`src/rtl/pkt_req_pkg.sv`:
```
package pkt_req_pkg;

   // Role of the beat currently presented on the request port
   typedef enum logic [1:0] {
      BEAT_IDLE = 2'd0,
      BEAT_HDR  = 2'd1,
      BEAT_PAY  = 2'd2,
      BEAT_LAST = 2'd3
   } beat_kind_e;

endpackage

```
`src/rtl/pkt_rst_sync.sv`:
```
module pkt_rst_sync #(
   parameter int STAGES = 2
) (
   input  logic clk,
   input  logic rst_n,
   output logic rst_sync_n
);

   generate
      if (STAGES < 2) begin : g_bad_stages
         $error("pkt_rst_sync: STAGES must be at least 2");
      end
   endgenerate

   logic [STAGES-1:0] sh_q;

   always_ff @(posedge clk or negedge rst_n) begin
      if (!rst_n) sh_q <= '0;
      else        sh_q <= {sh_q[STAGES-2:0], 1'b1};
   end

   assign rst_sync_n = sh_q[STAGES-1];

endmodule

```
`src/rtl/pkt_beat_ctrl.sv`:
```
module pkt_beat_ctrl
   import pkt_req_pkg::*;
#(
   parameter int LANES   = 8,
   parameter int MAX_LEN = 256,
   parameter int HDR_EN  = 1,
   localparam int LEN_W   = $clog2(MAX_LEN + 1),
   localparam int PAY_MAX = MAX_LEN / LANES,
   localparam int ADDR_W  = $clog2(PAY_MAX),
   localparam int BEAT_W  = $clog2(PAY_MAX + 2),
   localparam int LSB_W   = $clog2(LANES)
) (
   input  logic              clk,
   input  logic              rst_n,
   input  logic              start,
   input  logic [LEN_W-1:0]  len,
   input  logic              rdy_n,
   output logic              start_ok,
   output logic              busy,
   output beat_kind_e        kind,
   output logic              sof_n,
   output logic              eof_n,
   output logic              vld_n,
   output logic              done,
   output logic              ram_rd_en,
   output logic [ADDR_W-1:0] ram_addr
);

   localparam logic [LEN_W-1:0] MAX_LEN_V = LEN_W'(MAX_LEN);
   localparam logic [BEAT_W-1:0] HDR_V    = BEAT_W'(HDR_EN);

   logic              busy_q;
   logic              done_q;
   logic [BEAT_W-1:0] beat_q;
   logic [BEAT_W-1:0] last_q;
   logic [ADDR_W-1:0] rd_ptr_q;

   logic [LEN_W:0]    len_up;
   logic [LEN_W:0]    pay_w;
   logic [BEAT_W-1:0] last_idx;
   logic              len_ok;
   logic              adv;
   logic              at_first;
   logic              at_last;
   logic              is_pay;

   assign len_ok   = (len != '0) && (len <= MAX_LEN_V);
   assign start_ok = start && !busy_q && len_ok;

   // beats in the packet: optional header plus ceil(len/LANES) payload words
   assign len_up   = {1'b0, len} + (LEN_W + 1)'(LANES - 1);
   assign pay_w    = len_up >> LSB_W;
   assign last_idx = BEAT_W'(pay_w) + HDR_V - BEAT_W'(1);

   assign adv      = busy_q && !rdy_n;
   assign at_first = (beat_q == '0);
   assign at_last  = (beat_q == last_q);
   assign is_pay   = (HDR_EN == 0) || !at_first;

   // word 0 is read at start; each accepted payload beat prefetches the next
   assign ram_rd_en = start_ok || (adv && is_pay && !at_last);
   assign ram_addr  = start_ok ? '0 : rd_ptr_q;

   always_ff @(posedge clk or negedge rst_n) begin
      if (!rst_n) begin
         busy_q   <= 1'b0;
         done_q   <= 1'b0;
         beat_q   <= '0;
         last_q   <= '0;
         rd_ptr_q <= '0;
      end else begin
         done_q <= 1'b0;
         if (start_ok) begin
            busy_q   <= 1'b1;
            beat_q   <= '0;
            last_q   <= last_idx;
            rd_ptr_q <= ADDR_W'(1);
         end else if (adv) begin
            if (at_last) begin
               busy_q <= 1'b0;
               done_q <= 1'b1;
            end else begin
               beat_q <= beat_q + BEAT_W'(1);
               if (is_pay) rd_ptr_q <= rd_ptr_q + ADDR_W'(1);
            end
         end
      end
   end

   always_comb begin
      if (!busy_q)                         kind = BEAT_IDLE;
      else if ((HDR_EN != 0) && at_first) kind = BEAT_HDR;
      else if (at_last)                    kind = BEAT_LAST;
      else                                 kind = BEAT_PAY;
   end

   assign busy  = busy_q;
   assign done  = done_q;
   assign vld_n = !busy_q;
   assign sof_n = !(busy_q && at_first);
   assign eof_n = !(busy_q && at_last);


   done_single_chk: assert property (@(posedge clk) disable iff (!rst_n)
      done_q |=> !done_q);


   done_after_last_chk: assert property (@(posedge clk) disable iff (!rst_n)
      $rose(done_q) |-> $past(busy_q && at_last && !rdy_n));


   hold_len_chk: assert property (@(posedge clk) disable iff (!rst_n)
      (busy_q && !(adv && at_last)) |=> (busy_q && $stable(last_q)));


   stall_beat_chk: assert property (@(posedge clk) disable iff (!rst_n)
      (busy_q && rdy_n) |=> (busy_q && $stable(beat_q)));

endmodule

```
`src/rtl/pkt_lane_mask.sv`:
```
module pkt_lane_mask
   import pkt_req_pkg::*;
#(
   parameter int LANES = 8,
   localparam int LSB_W = $clog2(LANES)
) (
   input  logic             clk,
   input  logic             rst_n,
   input  beat_kind_e       kind,
   input  logic [LSB_W-1:0] len_lsb,
   output logic [LANES-1:0] be_n
);

   logic partial;

   // a remainder of zero means the last beat is completely filled
   assign partial = (kind == BEAT_LAST) && (len_lsb != '0);

   generate
      for (genvar i = 0; i < LANES; i++) begin : g_lane
         assign be_n[i] = (kind == BEAT_IDLE) ||
                          (partial && (len_lsb <= LSB_W'(i)));
      end
   endgenerate


   lane0_on_chk: assert property (@(posedge clk) disable iff (!rst_n)
      (kind != BEAT_IDLE) |-> !be_n[0]);


   full_mid_chk: assert property (@(posedge clk) disable iff (!rst_n)
      ((kind == BEAT_HDR) || (kind == BEAT_PAY)) |-> (be_n == '0));

endmodule

```
`src/rtl/pkt_req_gen.sv`:
```
module pkt_req_gen
   import pkt_req_pkg::*;
#(
   parameter int DATA_W     = 64,
   parameter int MAX_LEN    = 256,
   parameter int TYPE_W     = 4,
   parameter int ID_W       = 8,
   parameter int HDR_EN     = 1,
   parameter int RST_STAGES = 2,
   localparam int LANES  = DATA_W / 8,
   localparam int LEN_W  = $clog2(MAX_LEN + 1),
   localparam int ADDR_W = $clog2(MAX_LEN / LANES),
   localparam int LSB_W  = $clog2(LANES)
) (
   input  logic              clk,
   input  logic              rst_n,
   input  logic              start,
   input  logic [LEN_W-1:0]  len_bytes,
   input  logic [TYPE_W-1:0] txn_type,
   input  logic [ID_W-1:0]   dst_id,
   input  logic [ID_W-1:0]   src_id,
   output logic              ram_rd_en,
   output logic [ADDR_W-1:0] ram_addr,
   input  logic [DATA_W-1:0] ram_rdata,
   output logic              req_sof_n,
   output logic              req_eof_n,
   output logic              req_vld_n,
   input  logic              req_rdy_n,
   output logic [DATA_W-1:0] req_data,
   output logic [LANES-1:0]  req_be_n,
   output logic              busy,
   output logic              done
);

   generate
      if ((DATA_W % 8) != 0 || LANES < 2) begin : g_bad_width
         $error("pkt_req_gen: DATA_W must be a multiple of 8 with at least 2 lanes");
      end
      if ((MAX_LEN % LANES) != 0 || MAX_LEN < 2 * LANES) begin : g_bad_len
         $error("pkt_req_gen: MAX_LEN must be a multiple of the lane count, at least two words");
      end
      if (TYPE_W + 2 * ID_W + LEN_W > DATA_W) begin : g_bad_hdr
         $error("pkt_req_gen: header fields do not fit the data width");
      end
      if (HDR_EN != 0 && HDR_EN != 1) begin : g_bad_hdr_en
         $error("pkt_req_gen: HDR_EN must be 0 or 1");
      end
   endgenerate

   logic       rst_s_n;
   logic       start_ok;
   beat_kind_e kind;

   logic [LEN_W-1:0]  len_q;
   logic [TYPE_W-1:0] type_q;
   logic [ID_W-1:0]   dst_q;
   logic [ID_W-1:0]   src_q;

   pkt_rst_sync #(
      .STAGES (RST_STAGES)
   ) u_rst_sync (
      .clk        (clk),
      .rst_n      (rst_n),
      .rst_sync_n (rst_s_n)
   );

   pkt_beat_ctrl #(
      .LANES   (LANES),
      .MAX_LEN (MAX_LEN),
      .HDR_EN  (HDR_EN)
   ) u_beat_ctrl (
      .clk       (clk),
      .rst_n     (rst_s_n),
      .start     (start),
      .len       (len_bytes),
      .rdy_n     (req_rdy_n),
      .start_ok  (start_ok),
      .busy      (busy),
      .kind      (kind),
      .sof_n     (req_sof_n),
      .eof_n     (req_eof_n),
      .vld_n     (req_vld_n),
      .done      (done),
      .ram_rd_en (ram_rd_en),
      .ram_addr  (ram_addr)
   );

   // packet fields are latched only on an accepted start
   always_ff @(posedge clk or negedge rst_s_n) begin
      if (!rst_s_n) begin
         len_q  <= '0;
         type_q <= '0;
         dst_q  <= '0;
         src_q  <= '0;
      end else if (start_ok) begin
         len_q  <= len_bytes;
         type_q <= txn_type;
         dst_q  <= dst_id;
         src_q  <= src_id;
      end
   end

   pkt_lane_mask #(
      .LANES (LANES)
   ) u_lane_mask (
      .clk     (clk),
      .rst_n   (rst_s_n),
      .kind    (kind),
      .len_lsb (len_q[LSB_W-1:0]),
      .be_n    (req_be_n)
   );

   generate
      if (HDR_EN != 0) begin : g_hdr
         logic [DATA_W-1:0] hdr_word;
         always_comb begin
            hdr_word = '0;
            hdr_word[DATA_W-1 -: TYPE_W]             = type_q;
            hdr_word[DATA_W-1-TYPE_W -: ID_W]        = dst_q;
            hdr_word[DATA_W-1-TYPE_W-ID_W -: ID_W]   = src_q;
            hdr_word[LEN_W-1:0]                      = len_q;
         end
         always_comb begin
            case (kind)
               BEAT_IDLE: req_data = '0;
               BEAT_HDR:  req_data = hdr_word;
               default:   req_data = ram_rdata;
            endcase
         end
      end else begin : g_raw
         assign req_data = (kind == BEAT_IDLE) ? '0 : ram_rdata;
      end
   endgenerate


   hold_port_chk: assert property (@(posedge clk) disable iff (!rst_s_n)
      (!req_vld_n && req_rdy_n) |=> (!req_vld_n && $stable(req_data) &&
         $stable(req_be_n) && $stable(req_sof_n) && $stable(req_eof_n)));


   frame_in_valid_chk: assert property (@(posedge clk) disable iff (!rst_s_n)
      (!req_sof_n || !req_eof_n) |-> !req_vld_n);


   no_bubble_chk: assert property (@(posedge clk) disable iff (!rst_s_n)
      (!req_vld_n && req_eof_n) |=> !req_vld_n);


   idle_high_chk: assert property (@(posedge clk) disable iff (!rst_s_n)
      req_vld_n |-> (req_sof_n && req_eof_n && (&req_be_n)));

endmodule

```
`config.mk`:
```
export PLATFORM = sky130hd
export DESIGN_NAME = pkt_req_gen
export DESIGN_NICKNAME = d
export VERILOG_FILES = /design/src/rtl/pkt_req_pkg.sv /design/src/rtl/pkt_rst_sync.sv /design/src/rtl/pkt_beat_ctrl.sv /design/src/rtl/pkt_lane_mask.sv /design/src/rtl/pkt_req_gen.sv
export SDC_FILE = /design/constraint.sdc
export NUM_CORES = 1
export LEC_CHECK = 0
export BUFFER_PORTS_ARGS = -buffer_cell sky130_fd_sc_hd__buf_4
export CAP_MARGIN = 20
export CORE_MARGIN = 1.5
export CORE_UTILIZATION = 39
export DETAILED_ROUTE_END_ITERATION = 12
export HOLD_SLACK_MARGIN = 0.15
export PLACE_DENSITY = 0.77
export SYNTH_ARGS = -nofsm -noshare
export SYNTH_HDL_FRONTEND = slang
export SYNTH_HIERARCHICAL = 1
export SYNTH_SLANG_ARGS = --single-unit
```
`constraint.sdc`:
```
create_clock -name clk -period 2 [get_ports clk]
set_input_delay 0.3 -clock clk [delete_from_list [all_inputs] [get_ports clk]]
set_output_delay 0.3 -clock clk [all_outputs]
set_load 0.005 [all_outputs]
```
# == Word level (Yosys, flattened, before mapping) ==
# Index checks and enable logic that the tools add are counted.
# word_totals
ff_bits,50
in_bits,97
out_inout_bits,83
wordCells,88
# classes
add_sub_neg,5
n_lt_le_gt_ge,9
eq_ne,5
mux,18
reduce_logical,41
# op_table
cell,count
case mux 64 bit (2 select lines),1
two-way mux 5 bit,5
two-way mux 6 bit,3
logical AND 1 bit,17
"adder 6 x 1 -> 6 bit, second input constant",2
"less-or-equal comparator 3 bit, second input constant",4
"adder 9 x 3 -> 9 bit, second input constant",1
"less-or-equal comparator 9 bit, second input constant",1
logical OR 1 bit,9
nonzero test 9 bit,1
two-way mux 1 bit,7
== test 6 bit,1
"less-or-equal comparator 3 x 1 -> 1 bit, second input constant",2
"less-or-equal comparator 3 x 2 -> 1 bit, second input constant",2
zero test 1 bit,6
zero test 6 bit,1
"subtractor 6 x 1 -> 6 bit, second input constant",1
"adder 5 x 1 -> 5 bit, second input constant",1
two-way mux 2 bit,2
"inequality test 2 x 1 -> 1 bit, second input constant",2
AND reduction 2 bit,2
nonzero test 2 bit,2
AND reduction 3 bit,1
nonzero test 3 bit,1
other kinds (3),3

# == Depth between registers and ports, before layout ==
# Gate-level depths: netlist (run 1).
# depth
word_depth,8
ltp_mapped,10
mapped_depth_nobuf,8

# == Modules after synthesis ==
# Netlist (run 1), hierarchy kept.
# by_module_without_submodules
module,n_inst,cells_each,area_each_um2,seq_area_each_um2
pkt_req_gen,1,136,1664.1,725.7
pkt_beat_ctrl,1,114,1096.1,475.5
pkt_lane_mask,1,19,120.1,0.0
pkt_rst_sync,1,3,53.8,50.0

# == Least setup slack after synthesis (run 1) ==
# OpenSTA, ideal clock, no wires.
# synth_timing
path_type,register -> output
startpoint,register u_beat_ctrl.beat_q[2]
endpoint,output port req_data[0]
arrival_ns,1.890
required_ns,1.700
slack_ns,-0.190
path_stages_with_launch,9
path_buffers,2
cell_sequence,dfrtp_1 -> xor2_1 -> nor4_1 -> nand3_1 -> nand2_1 -> nor2b_2 -> buf_6 -> buf_6 -> a22o_1
# synth_between
elab_chain_cells,6
word_cells_on_any_way,8
classes_between,eq/ne: 2; mux: 4; reduce/logical: 2
# synth_lines
item,line_no,rtl
"start, declared",pkt_beat_ctrl.sv:34,logic [BEAT_W-1:0] beat_q;
"start signal, assigned",pkt_beat_ctrl.sv:83,beat_q <= beat_q + BEAT_W'(1);
== test 6 bit,pkt_beat_ctrl.sv:57,assign at_last = (beat_q == last_q);
two-way mux 1 bit,pkt_beat_ctrl.sv:93,else if (at_last) kind = BEAT_LAST;
two-way mux 2 bit *,pkt_beat_ctrl.sv:92,else if ((HDR_EN != 0) && at_first) kind = BEAT_HDR;
two-way mux 2 bit *,pkt_beat_ctrl.sv:91,if (!busy_q) kind = BEAT_IDLE;
net kind[0],pkt_req_gen.sv:52,beat_kind_e kind;
== test 2 x 1 -> 1 bit or zero test 2 bit (tied branches),pkt_req_gen.sv:124,case (kind)
case mux 64 bit (2 select lines) *,pkt_req_gen.sv:124,
"end, declared",pkt_req_gen.sv:29,"output logic [DATA_W-1:0] req_data,"
# The timed path passes the listed nets; every way through them passes the cells marked *.

# == Worst setup path after layout (run 1) ==
# layout_timing
startpoint,register u_beat_ctrl.beat_q[0]
endpoint,output port req_be_n[3]
# layout_between
word_cells_on_any_way,10
classes_between,eq/ne: 2; mux: 3; reduce/logical: 5
# layout_lines
item,line_no,rtl
zero test 6 bit *,pkt_beat_ctrl.sv:56,assign at_first = (beat_q == '0);
two-way mux 2 bit *,pkt_beat_ctrl.sv:92,
two-way mux 2 bit *,pkt_beat_ctrl.sv:91,
net kind[1],pkt_req_gen.sv:52,
== test 2 bit,pkt_lane_mask.sv:17,assign partial = (kind == BEAT_LAST) && (len_lsb != '0);
logical AND 1 bit,pkt_lane_mask.sv:17,
logical AND 1 bit,pkt_lane_mask.sv:22,(partial && (len_lsb <= LSB_W'(i)));
logical OR 1 bit *,pkt_lane_mask.sv:21,assign be_n[i] = (kind == BEAT_IDLE) ||
"end, declared",pkt_req_gen.sv:30,"output logic [LANES-1:0] req_be_n,"
# Marked as above.

==> impl_metrics.csv, run 1 <==
group,metric,value,unit
sta,finalHoldViolCount,0,
floorplanning,io_pins,180,
finish,final_net_count,606,
placed_design,pre_cts_slack,-0.459,ns
finish,antenna_cells,0,
sta,slew_violations,0,
yosys,syn_area,2930,um^2
setup_path,cp_slowest_cell,"dfrtp_1",
yosys,ys.flop_type,"dfrtp_1",
drt,vias_per_cell,5.19,
drt,drt-total-wl,10.7,mm
setup_path,critPathTopFamily,"buffers and inverters",
yosys,syn_nets,372,
sta,grt_setup_unrepaired,"true",
finish,area_growth,87.0,%
setup_path,start_kind,"flip-flop",
yosys,async_flop_share,1.00,
clocking,cts_root_buffer,"clkbuf_8",
power,p_per_area,1730,nW/um^2
setup_path,cp_cell_sequence,"buf_6 > inv_4 > ha_4 > nand2b_4 > nor4_4 > buf_4 > nor2_4 > buf_4 > nand3b_1 > o21ai_1 > buf_4",
drt,routed.top_layer,"met4",
yosys,ys_warn_count,6,
placed_design,gp_congestion,0.803,
sta,fin_hold_ws,0.166,ns
global_routing,grt_max_degree,55,
global_routing,gr-total-overflow,0,
floorplanning,rows,31,
setup_path,crit_buf_inv,5,
sta,layout_min_cycle_time,2.53,ns
outcome,status,"complete, but fails checks",
setup_path,reg2reg_from,"u_beat_ctrl/beat_q[1]",
hold_path,holdPathStages,2,
placed_design,portBuffers,179,
setup_path,cp_common_cell,"buf_4",
setup_path,critPathKind,"reg -> out",
yosys,synth_cell_types,49,
flow_run,max_cap_viol_count,0,
outcome,violations,"negative setup slack",
power,leakagePower,2.74,nW
sta,fin_ws,-0.533,ns
power,finalPower,0.00950,W
hold_path,min_from,"req_rdy_n",
drt,postRouteAntennaNets,0,
hold_path,hold_end,"u_beat_ctrl/done",
placed_design,dp_hpwl,6.46,mm
setup_path,cp_slowest_stage_delay,0.39,ns
setup_path,rrSetupSlack,0.06,ns
yosys,seq_area_frac_synth,0.426,
clocking,clk_latency,0.30,ns
global_routing,grt_antenna_before_repair,0,
global_routing,grt_util_all_layers,0.215,
sta,slew_headroom,0.652,
finish,drive_gt1_frac,0.696,
floorplanning,start_util,0.405,
setup_path,r2r-end,"u_beat_ctrl/beat_q[5]",
drt,route.met3.wl,536,um
sta,worstMarginPinSlew,0.521,ns
clocking,clk_pin_slew,0.09,ns
floorplanning,die-area,8050,um^2
sta,fmax,395,MHz
clocking,clockBufferDepth,2,
placed_design,dp.cells,563,
setup_path,worst_r2r_path_depth,8,
yosys,synth-seq-cells,50,
yosys,synth_edf_count,0,
setup_path,worst_ep_arrival_time,2.23,ns
finish,layout_common_cells,"buf_4 (170), buf_6 (58), dfrtp_1 (48), and2_4 (37), a22o_1 (29)",
drt,firstDrtPassIters,4,
floorplanning,die_w,89.7,um
drt,vias,3137,
setup_path,cp-end-kind,"output pin",
hold_path,min_path_type,"in -> reg",
yosys,syn_inst,272,
finish,fin_cells,605,
sta,fin_crit_sh,1.27,
clocking,clkSinkCount,50,
setup_path,cp_max_fo,7,
floorplanning,die_height,89.7,um
setup_path,required,1.70,ns
global_routing,grt_pass1_vias,2926,
yosys,syn_area_per_cell,10.8,um^2
drt,wl_per_cell,17.7,um
drt,wl_met2,5.90,mm
drt,drc,0,
sta,skew,0.00741,ns
sta,setup_viol,79,
drt,drt_iter0_drc,116,
power,vdd_drop_max,0.000752,V
clocking,cts_tree,"done",
global_routing,grt_pass1_wl,14.1,mm
clocking,cts_buffers,5,
floorplanning,design.core.area,7250,um^2
clocking,cts_max_level,2,
finish,final_common_cell,"buf_4",
drt,wirelength_met1,4.01,mm
sta,tns,-32.05,ns
[cell type report]
| class | instances | area, um^2 |
|---|---|---|
| inverters | 9 | 36.3 |
| flip-flops and latches | 50 | 1250 |
| fillers | 466 | 1770 |
| repair buffers | 242 | 2210 |
| well taps | 99 | 124 |
| clock buffers | 7 | 86.3 |
| multi-input cells | 198 | 1780 |
[sequential cells by signal, indices dropped and copies added, names as in the netlist]
| name | flops |
|---|---|
| len_q | 9 |
| dst_q | 8 |
| src_q | 8 |
| u_beat_ctrl/beat_q | 6 |
| u_beat_ctrl/last_q | 6 |
| u_beat_ctrl/rd_ptr_q | 5 |
| type_q | 4 |
| u_rst_sync/sh_q | 2 |
| u_beat_ctrl/busy | 1 |
| u_beat_ctrl/done | 1 |
[per-stage QoR]
step | utilization | instance area, um^2
after floorplan | - | 2960
after global placement | 0.627 | 4550
after detailed placement | 0.627 | 4550
after CTS | 0.679 | 4920
after global routing | 0.757 | 5490
final | 0.757 | 5490
[power by group]
| part | total [W] | switching, W | internal (W) |
|---|---|---|---|
| clock network | 0.000586 | 0.000311 | 0.000275 |
| registers | 0.00188 | 0.000421 | 0.00146 |
| logic | 0.00704 | 0.00269 | 0.00435 |
| total | 0.00950 | 0.00342 | 0.00608 |
[Yosys cell counts (all sizes together), types with 6 or more instances]
library cell   n  area (um^2)
dfrtp         50         1250
and2          39          248
mux2          30          375
a22o          29          254
nand2         18         67.6
buf           13          105
inv            9         33.8
o21ai          9         45.0
xor2           8         70.1
o31ai          7         57.6
a21oi          6         30.0
nand4          6         37.5
nor2           6         22.5
[worst max path at each step]
stage	cells past startpoint	startpoint	endpoint	slack, ns
2_1_floorplan	8	u_beat_ctrl/beat_q[0]	req_data[0]	-0.08
3_3_place_gp	7	u_beat_ctrl/beat_q[0]	req_data[0]	-0.32
3_5_place_dp	9	u_beat_ctrl/beat_q[1]	req_data[52]	-0.46
4_1_cts	11	u_beat_ctrl/beat_q[1]	req_be_n[0]	-0.47
5_1_grt	9	u_beat_ctrl/beat_q[0]	req_be_n[3]	-0.67
6_report	11	u_beat_ctrl/beat_q[0]	req_be_n[3]	-0.53
[cell families after synthesis]
kind of cell / share of synthesized area
xor gates and xnor gates: 0.0358
DFF: 0.426
AOI/OAI and AO/OA: 0.147
adders and majority gates: 0.0128
and+or+nand+nor: 0.179
buffers and inverters: 0.0525
muxes: 0.145
other: 0.00128
[repair_timing]
item,in CTS,in global routing
pin swaps,14,13
hold buffers,1,0
setup endpoints to repair,79,88
gates cloned,1,7
setup buffers,16,14
hold endpoints to repair,2,0
gates resized for setup,34,102
[layer usage]
metal  up-vias  track usage
met5         -            0
met4         0       0.0728
met3        23       0.0465
met2       141        0.402
met1      1540        0.240
li1       1433            -
(Power assumes the default switching activity.)
==> run 2, diff against run 1 <==
--- a/config.mk
+++ b/config.mk
@@ -7,6 +7,7 @@
 export LEC_CHECK = 0
 export BUFFER_PORTS_ARGS = -buffer_cell sky130_fd_sc_hd__buf_4
 export CAP_MARGIN = 20
+export CORE_ASPECT_RATIO = 1.4
 export CORE_MARGIN = 1.5
 export CORE_UTILIZATION = 39
 export DETAILED_ROUTE_END_ITERATION = 12
==> impl_metrics.csv, run 2 (same netlist as run 1, synthesis figures left out) <==
group,metric,value,unit
drt,wl_per_cell,17.2,um
sta,layout_min_cycle_time,2.49,ns
floorplanning,design.core.area,7310,um^2
placed_design,gp_congestion,0.799,
sta,setup_viol,79,
sta,worstMarginPinSlew,0.538,ns
drt,firstDrtPassIters,4,
setup_path,crit_buf_inv,5,
clocking,clk_pin_slew,0.10,ns
finish,regMostFlops,"len_q",
floorplanning,die_w,76.3,um
sta,skew,0.0112,ns
flow_run,max_cap_viol_count,0,
setup_path,critPathKind,"reg -> out",
power,finalPower,0.00857,W
clocking,clk_latency,0.31,ns
clocking,cts_max_level,2,
clocking,cts_root_buffer,"clkbuf_8",
floorplanning,start_util,0.401,
clocking,clockBufferDepth,2,
drt,routed.top_layer,"met4",
power,seqPwrFrac,0.215,
power,leakagePower,2.63,nW
floorplanning,io_pins,180,
drt,vias,3025,
power,vdd_drop_max,0.000752,V
sta,fin_crit_sh,1.25,
setup_path,critPathTopFamily,"buffers and inverters",
drt,route.met3.wl,838,um
global_routing,grt_max_degree,38,
placed_design,dp.cells,566,
power,clkPwrFrac,0.090,
drt,wirelength_met1,3.92,mm
global_routing,grt_pass1_vias,2995,
floorplanning,die-area,8060,um^2
finish,final_net_count,601,
finish,antenna_cells,0,
clocking,cts_tree,"done",
sta,finalHoldViolCount,0,
global_routing,grt_antenna_before_repair,0,
power,p_per_area,1660,nW/um^2
sta,slew_headroom,0.641,
hold_path,min_path_type,"in -> reg",
drt,postRouteAntennaNets,0,
power,switchingPower,0.00306,W
setup_path,cp_slowest_stage_delay,0.42,ns
sta,grt_setup_unrepaired,"true",
drt,vias_per_cell,5.05,
power,p_comb_frac,0.695,
placed_design,portBuffers,179,
finish,area_growth,76.4,%
finish,largest_register_ff_count,9,
floorplanning,die_height,106,um
setup_path,worst_ep_arrival_time,2.19,ns
drt,drt-total-wl,10.3,mm
sta,tns,-28.21,ns
placed_design,dp_hpwl,7.59,mm
finish,drive_gt1_frac,0.627,
sta,slew_violations,0,
drt,drc,0,
outcome,violations,"negative setup slack",
finish,layout_common_cells,"buf_4 (211), dfrtp_1 (49), a22o_1 (29), and2_1 (26), mux2_2 (20)",
clocking,cts_buffers,5,
setup_path,cp_slowest_cell,"dfrtp_1",
finish,utilization,0.707,
setup_path,start_kind,"flip-flop",
setup_path,cp_cell_sequence,"inv_2 > ha_1 > nand2b_1 > nor4_4 > buf_4 > nor2_4 > nor2b_4 > buf_12 > buf_4 > a22o_1 > buf_4",
global_routing,grt_pass1_wl,15.3,mm
global_routing,grt_util_all_layers,0.247,
sta,fin_ws,-0.491,ns
power,p_sw_frac,0.357,
drt,wl_met2,5.24,mm
setup_path,cp-end-kind,"output pin",
setup_path,required,1.70,ns
setup_path,cp_common_cell,"buf_4",
finish,largestRegisters,"len_q x9, dst_q x8, src_q x8",
floorplanning,rows,37,
power,p_int,0.00551,W
finish,final_common_cell,"buf_4",
finish,fin_cells,599,
setup_path,cp_max_fo,7,
clocking,clkSinkCount,50,
global_routing,gr-total-overflow,0,
sta,fmax,401,MHz
outcome,status,"complete, but fails checks",
drt,drt_iter0_drc,185,
-- run 2: cell type report --
cell class,instances,area [um^2]
inverters,9,33.8
flip-flops and latches,50,1250
clock inverters,2,38.8
repair buffers,238,1980
multi-input cells,197,1670
clock buffers,6,82.6
well taps,97,121
fillers,529,2140
-- run 2: repair_timing --
action | in CTS | in global routing
hold endpoints to repair | 3 | 0
buffers inserted | 14 | 6
pin swaps | 15 | 7
gates cloned | 3 | 4
resized for setup | 45 | 16
hold buffers | 2 | 0
endpoints found under the setup margin | 79 | 84
-- run 2: stage by stage --
stage / setup WS, ns / instance area [um^2] / hold slack, ns
final: -0.491 / 5170 / 0.206
after detailed placement: -0.226 / 4600 / 0.0861
after global placement: -0.158 / 4600 / 0.0850
after global routing: -0.604 / 5170 / 0.193
after floorplan: -0.0828 / 2960 / 0.00441
after CTS: -0.472 / 5040 / 0.197
-- run 2: path summary, 6_finish.rpt --
| check | start | endpoint | slack, ns | cells after the start |
|---|---|---|---|---|
| max | u_beat_ctrl/beat_q[1] | req_data[47] | -0.49 | 11 |
| min | dst_id[5] | dst_q[5] | 0.21 | 2 |
| max reg2reg | u_beat_ctrl/beat_q[1] | u_beat_ctrl/rd_ptr_q[1] | -0.03 | 10 |
| min reg2reg | u_rst_sync/sh_q[1] | src_q[1] | 0.26 | 0 |
| max in group asynchronous | u_rst_sync/sh_q[1] | u_beat_ctrl/busy | 1.20 | 1 |
| min in group asynchronous | u_rst_sync/sh_q[1] | src_q[1] | 0.26 | 0 |
-- run 2: power groups by stage --
stage | Sequential, W | Clock, W | Combinational, W
floorplan | 0.00175 | 0 | 0.00238
global placement | 0.00184 | 0 | 0.00467
detailed placement | 0.00186 | 0 | 0.00475
CTS | 0.00184 | 0.000785 | 0.00547
global route | 0.00191 | 0.000827 | 0.00638
finish | 0.00184 | 0.000768 | 0.00596
-- run 2: layer usage --
| metal | vias up | track usage |
|---|---|---|
| li1 | 1423 | - |
| met1 | 1441 | 0.265 |
| met2 | 139 | 0.441 |
| met3 | 22 | 0.0823 |
| met4 | 0 | 0.101 |
| met5 | - | 0 |
==> run 3, diff against run 2 <==
--- a/config.mk
+++ b/config.mk
@@ -9,11 +9,10 @@
 export CAP_MARGIN = 20
 export CORE_ASPECT_RATIO = 1.4
 export CORE_MARGIN = 1.5
-export CORE_UTILIZATION = 39
+export CORE_UTILIZATION = 40
 export DETAILED_ROUTE_END_ITERATION = 12
 export HOLD_SLACK_MARGIN = 0.15
-export PLACE_DENSITY = 0.77
+export PLACE_DENSITY = 0.76
 export SYNTH_ARGS = -nofsm -noshare
 export SYNTH_HDL_FRONTEND = slang
-export SYNTH_HIERARCHICAL = 1
 export SYNTH_SLANG_ARGS = --single-unit
==> impl_metrics.csv, run 3 <==
group,metric,value,unit
yosys,ys.flop_type,"dfrtp_1",
power,p_int,0.00565,W
yosys,syn_inst,360,
setup_path,worst_ep_arrival_time,2.04,ns
global_routing,grt_pass1_vias,3218,
finish,layout_common_cells,"buf_4 (182), dfrtp_1 (49), nand2_1 (43), buf_6 (33), and3_4 (29)",
finish,drive_gt1_frac,0.616,
finish,largestRegisters,"len_q x9, dst_q x8, src_q x8",
placed_design,gp_congestion,0.889,
finish,area_growth,80.2,%
placed_design,dp.cells,641,
outcome,status,"complete, but fails checks",
global_routing,grt_max_degree,49,
clocking,clk_pin_slew,0.09,ns
placed_design,pre_cts_slack,-0.0680,ns
sta,fin_ws,-0.344,ns
drt,drt_iter0_drc,252,
drt,wl_per_cell,19.6,um
floorplanning,die_height,109,um
power,clkPwrFrac,0.077,
hold_path,min_path_type,"in -> reg",
setup_path,start_kind,"flip-flop",
clocking,clockBufferDepth,2,
finish,final_net_count,667,
drt,firstDrtPassIters,5,
yosys,synth_edf_count,0,
floorplanning,io_pins,180,
sta,grt_setup_unrepaired,"true",
setup_path,required,1.70,ns
setup_path,cp_cell_sequence,"inv_2 > ha_4 > nor4b_4 > and2_4 > or3_4 > buf_6 > o31ai_4 > buf_4",
sta,fin_crit_sh,1.17,
finish,antenna_cells,0,
placed_design,dp_hpwl,7.53,mm
yosys,syn_area_per_cell,8.95,um^2
setup_path,critPathKind,"reg -> out",
drt,drc,0,
setup_path,rrSetupSlack,0,ns
yosys,synth_top_area_frac,0.389,
yosys,syn_nets,460,
outcome,violations,"negative setup slack",
sta,layout_min_cycle_time,2.34,ns
sta,skew,0.00608,ns
drt,drt-total-wl,13.1,mm
setup_path,cp_slowest_stage_delay,0.40,ns
setup_path,cp_max_fo,5,
yosys,seq_area_frac_synth,0.389,
finish,regMostFlops,"len_q",
drt,vias_per_cell,5.58,
yosys,yosysTopAreaCell,"dfrtp_1",
clocking,clk_latency,0.30,ns
placed_design,portBuffers,179,
power,p_sw_frac,0.398,
sta,slew_violations,0,
setup_path,worst_r2r_path_depth,8,
clocking,cts_root_buffer,"clkbuf_8",
yosys,syn_area,3220,um^2
sta,finalHoldViolCount,0,
setup_path,crit_start,"u_beat_ctrl.beat_q[0]",
floorplanning,die-area,8610,um^2
hold_path,min_from,"txn_type[1]",
power,vdd_drop_max,0.00101,V
sta,setup_viol,75,
sta,slew_headroom,0.578,
floorplanning,start_util,0.413,
yosys,yosys-top-cells-area,"dfrtp_1 (39%), nand2_1 (8.0%), and3_1 (7.2%), mux2_2 (5.6%), mux2_1 (5.2%)",
power,seqPwrFrac,0.206,
global_routing,grt_util_all_layers,0.227,
setup_path,reg2reg_from,"u_beat_ctrl.beat_q[0]",
clocking,clkSinkCount,50,
power,p_per_area,1620,nW/um^2
finish,largest_register_ff_count,9,
yosys,synth-seq-cells,50,
floorplanning,die_w,78.8,um
yosys,synth_top_cells_by_count,"nand2_1 (69), dfrtp_1 (50), and3_1 (37)",
yosys,async_flop_share,1.00,
sta,worstMarginPinSlew,0.633,ns
setup_path,endpoint,"req_be_n[3]",
flow_run,max_cap_viol_count,0,
clocking,cts_tree,"done",
power,p_comb_frac,0.718,
yosys,ys_warn_count,0,
clocking,cts_max_level,2,
power,leakagePower,2.80,nW
drt,postRouteAntennaNets,0,
drt,vias,3730,
finish,final_common_cell,"buf_4",
clocking,cts_buffers,5,
global_routing,grt_antenna_before_repair,0,
floorplanning,design.core.area,7800,um^2
power,switchingPower,0.00374,W
yosys,synth_cell_types,41,
finish,fin_cells,668,
sta,fmax,427,MHz
floorplanning,rows,38,
global_routing,grt_pass1_wl,15.5,mm
global_routing,gr-total-overflow,0,
setup_path,cp_slowest_cell,"or3_4",
yosys,synth_most_common_cell,"nand2_1",
setup_path,r2r-end,"u_beat_ctrl.rd_ptr_q[0]",
setup_path,cp-end-kind,"output pin",
==> run 3: cell types whose count changed in the layout (fill, tap and decap cells not counted), sizes merged, moves of 5 or more <==
cell | previous run | this run
xor2 | 8 | 1
xnor2 | 4 | 12
and3 | 2 | 37
nor3 | 2 | 9
and2 | 39 | 1
a21oi | 6 | 31
clkbuf | 8 | 13
inv | 10 | 16
mux2 | 30 | 36
o31ai | 7 | 13
buf | 234 | 222
a22o | 29 | 0
nand2 | 18 | 69
==> run 3: critical path: cells and delay by family, from the launching register on <==
kind	cells	cell delay (ns)
buffers and inverters	3	0.37
flip-flops	1	0.38
AO/OA/AOI/OAI	1	0.17
adder cells (fa/ha/maj)	1	0.15
AND/OR/NAND/NOR	3	0.69
==> run 3: how the worst min path moves through the flow <==
| stage | endpoint | slack, ns | cells past startpoint |
|---|---|---|---|
| finish | type_q[1] | 0.21 | 2 |
| CTS | type_q[3] | 0.20 | 2 |
| detailed placement | u_rst_sync.sh_q[0] | 0.08 | 1 |
| global placement | u_rst_sync.sh_q[0] | 0.08 | 1 |
| global route | dst_q[2] | 0.19 | 2 |
| floorplan | u_rst_sync.sh_q[0] | 0.004 | 0 |
==> run 3: per-layer routing <==
layer | GRT usage | vias to the layer above | part of all wire
met2 | 0.437 | 210 | 0.56
li1 | - | 1673 | -
met5 | 0 | - | 0
met4 | 0.0702 | 0 | 0.038
met1 | 0.246 | 1804 | 0.33
met3 | 0.0460 | 43 | 0.064
==> run 3: area by class of cell <==
cell class                      instances  area, um^2
Inverter                               16        60.1
Timing Repair Buffer                  230        2050
Clock buffer                            6        72.6
Clock inverter                          2        37.5
Sequential cell                        50        1250
Multi-Input combinational cell        264        2200
Tap cell                              100         125
Fill cell                             515        1990
==> run 3: metrics by stage <==
stage / utilization / area [um^2] / hold WS, ns / setup TNS, ns / power, W
floorplan: - / 3250 / 0.00441 / 0 / 0.00425
global placement: 0.625 / 4870 / 0.0831 / -0.0883 / 0.00645
detailed placement: 0.625 / 4870 / 0.0844 / -0.196 / 0.00661
CTS: 0.648 / 5050 / 0.201 / -18.45 / 0.00748
global route: 0.744 / 5800 / 0.192 / -22.79 / 0.00989
finish: 0.744 / 5800 / 0.209 / -17.34 / 0.00939
==> run 3: kinds of logic (layout without fill, tap and decap cells) <==
kind of cell,Yosys count,in the layout,share of synthesized area
fa+ha+maj,3,3,0.0117
xor+xnor,13,13,0.0354
mux,44,44,0.157
compound gates,64,64,0.128
buf+inv,46,254,0.0622
flops,50,50,0.389
simple gates,139,139,0.217
other cells,1,1,0.00116
==> run 3: power groups by stage <==
| stage | combinational, W | clock (W) | sequential (W) |
|---|---|---|---|
| after global placement | 0.00461 | 0 | 0.00184 |
| final | 0.00674 | 0.000719 | 0.00193 |
| after detailed placement | 0.00474 | 0 | 0.00187 |
| after floorplan | 0.00249 | 0 | 0.00176 |
| after CTS | 0.00487 | 0.000738 | 0.00187 |
| after global routing | 0.00713 | 0.000780 | 0.00197 |
==> run 3: timing repair <==
item / CTS / global route
gates cloned: 0 / 10
hold endpoints to repair: 2 / 0
buffers inserted: 1 / 7
endpoints found under the setup margin: 77 / 79
hold buffers: 1 / 0
gates resized for setup: 10 / 117
pin swaps: 1 / 7
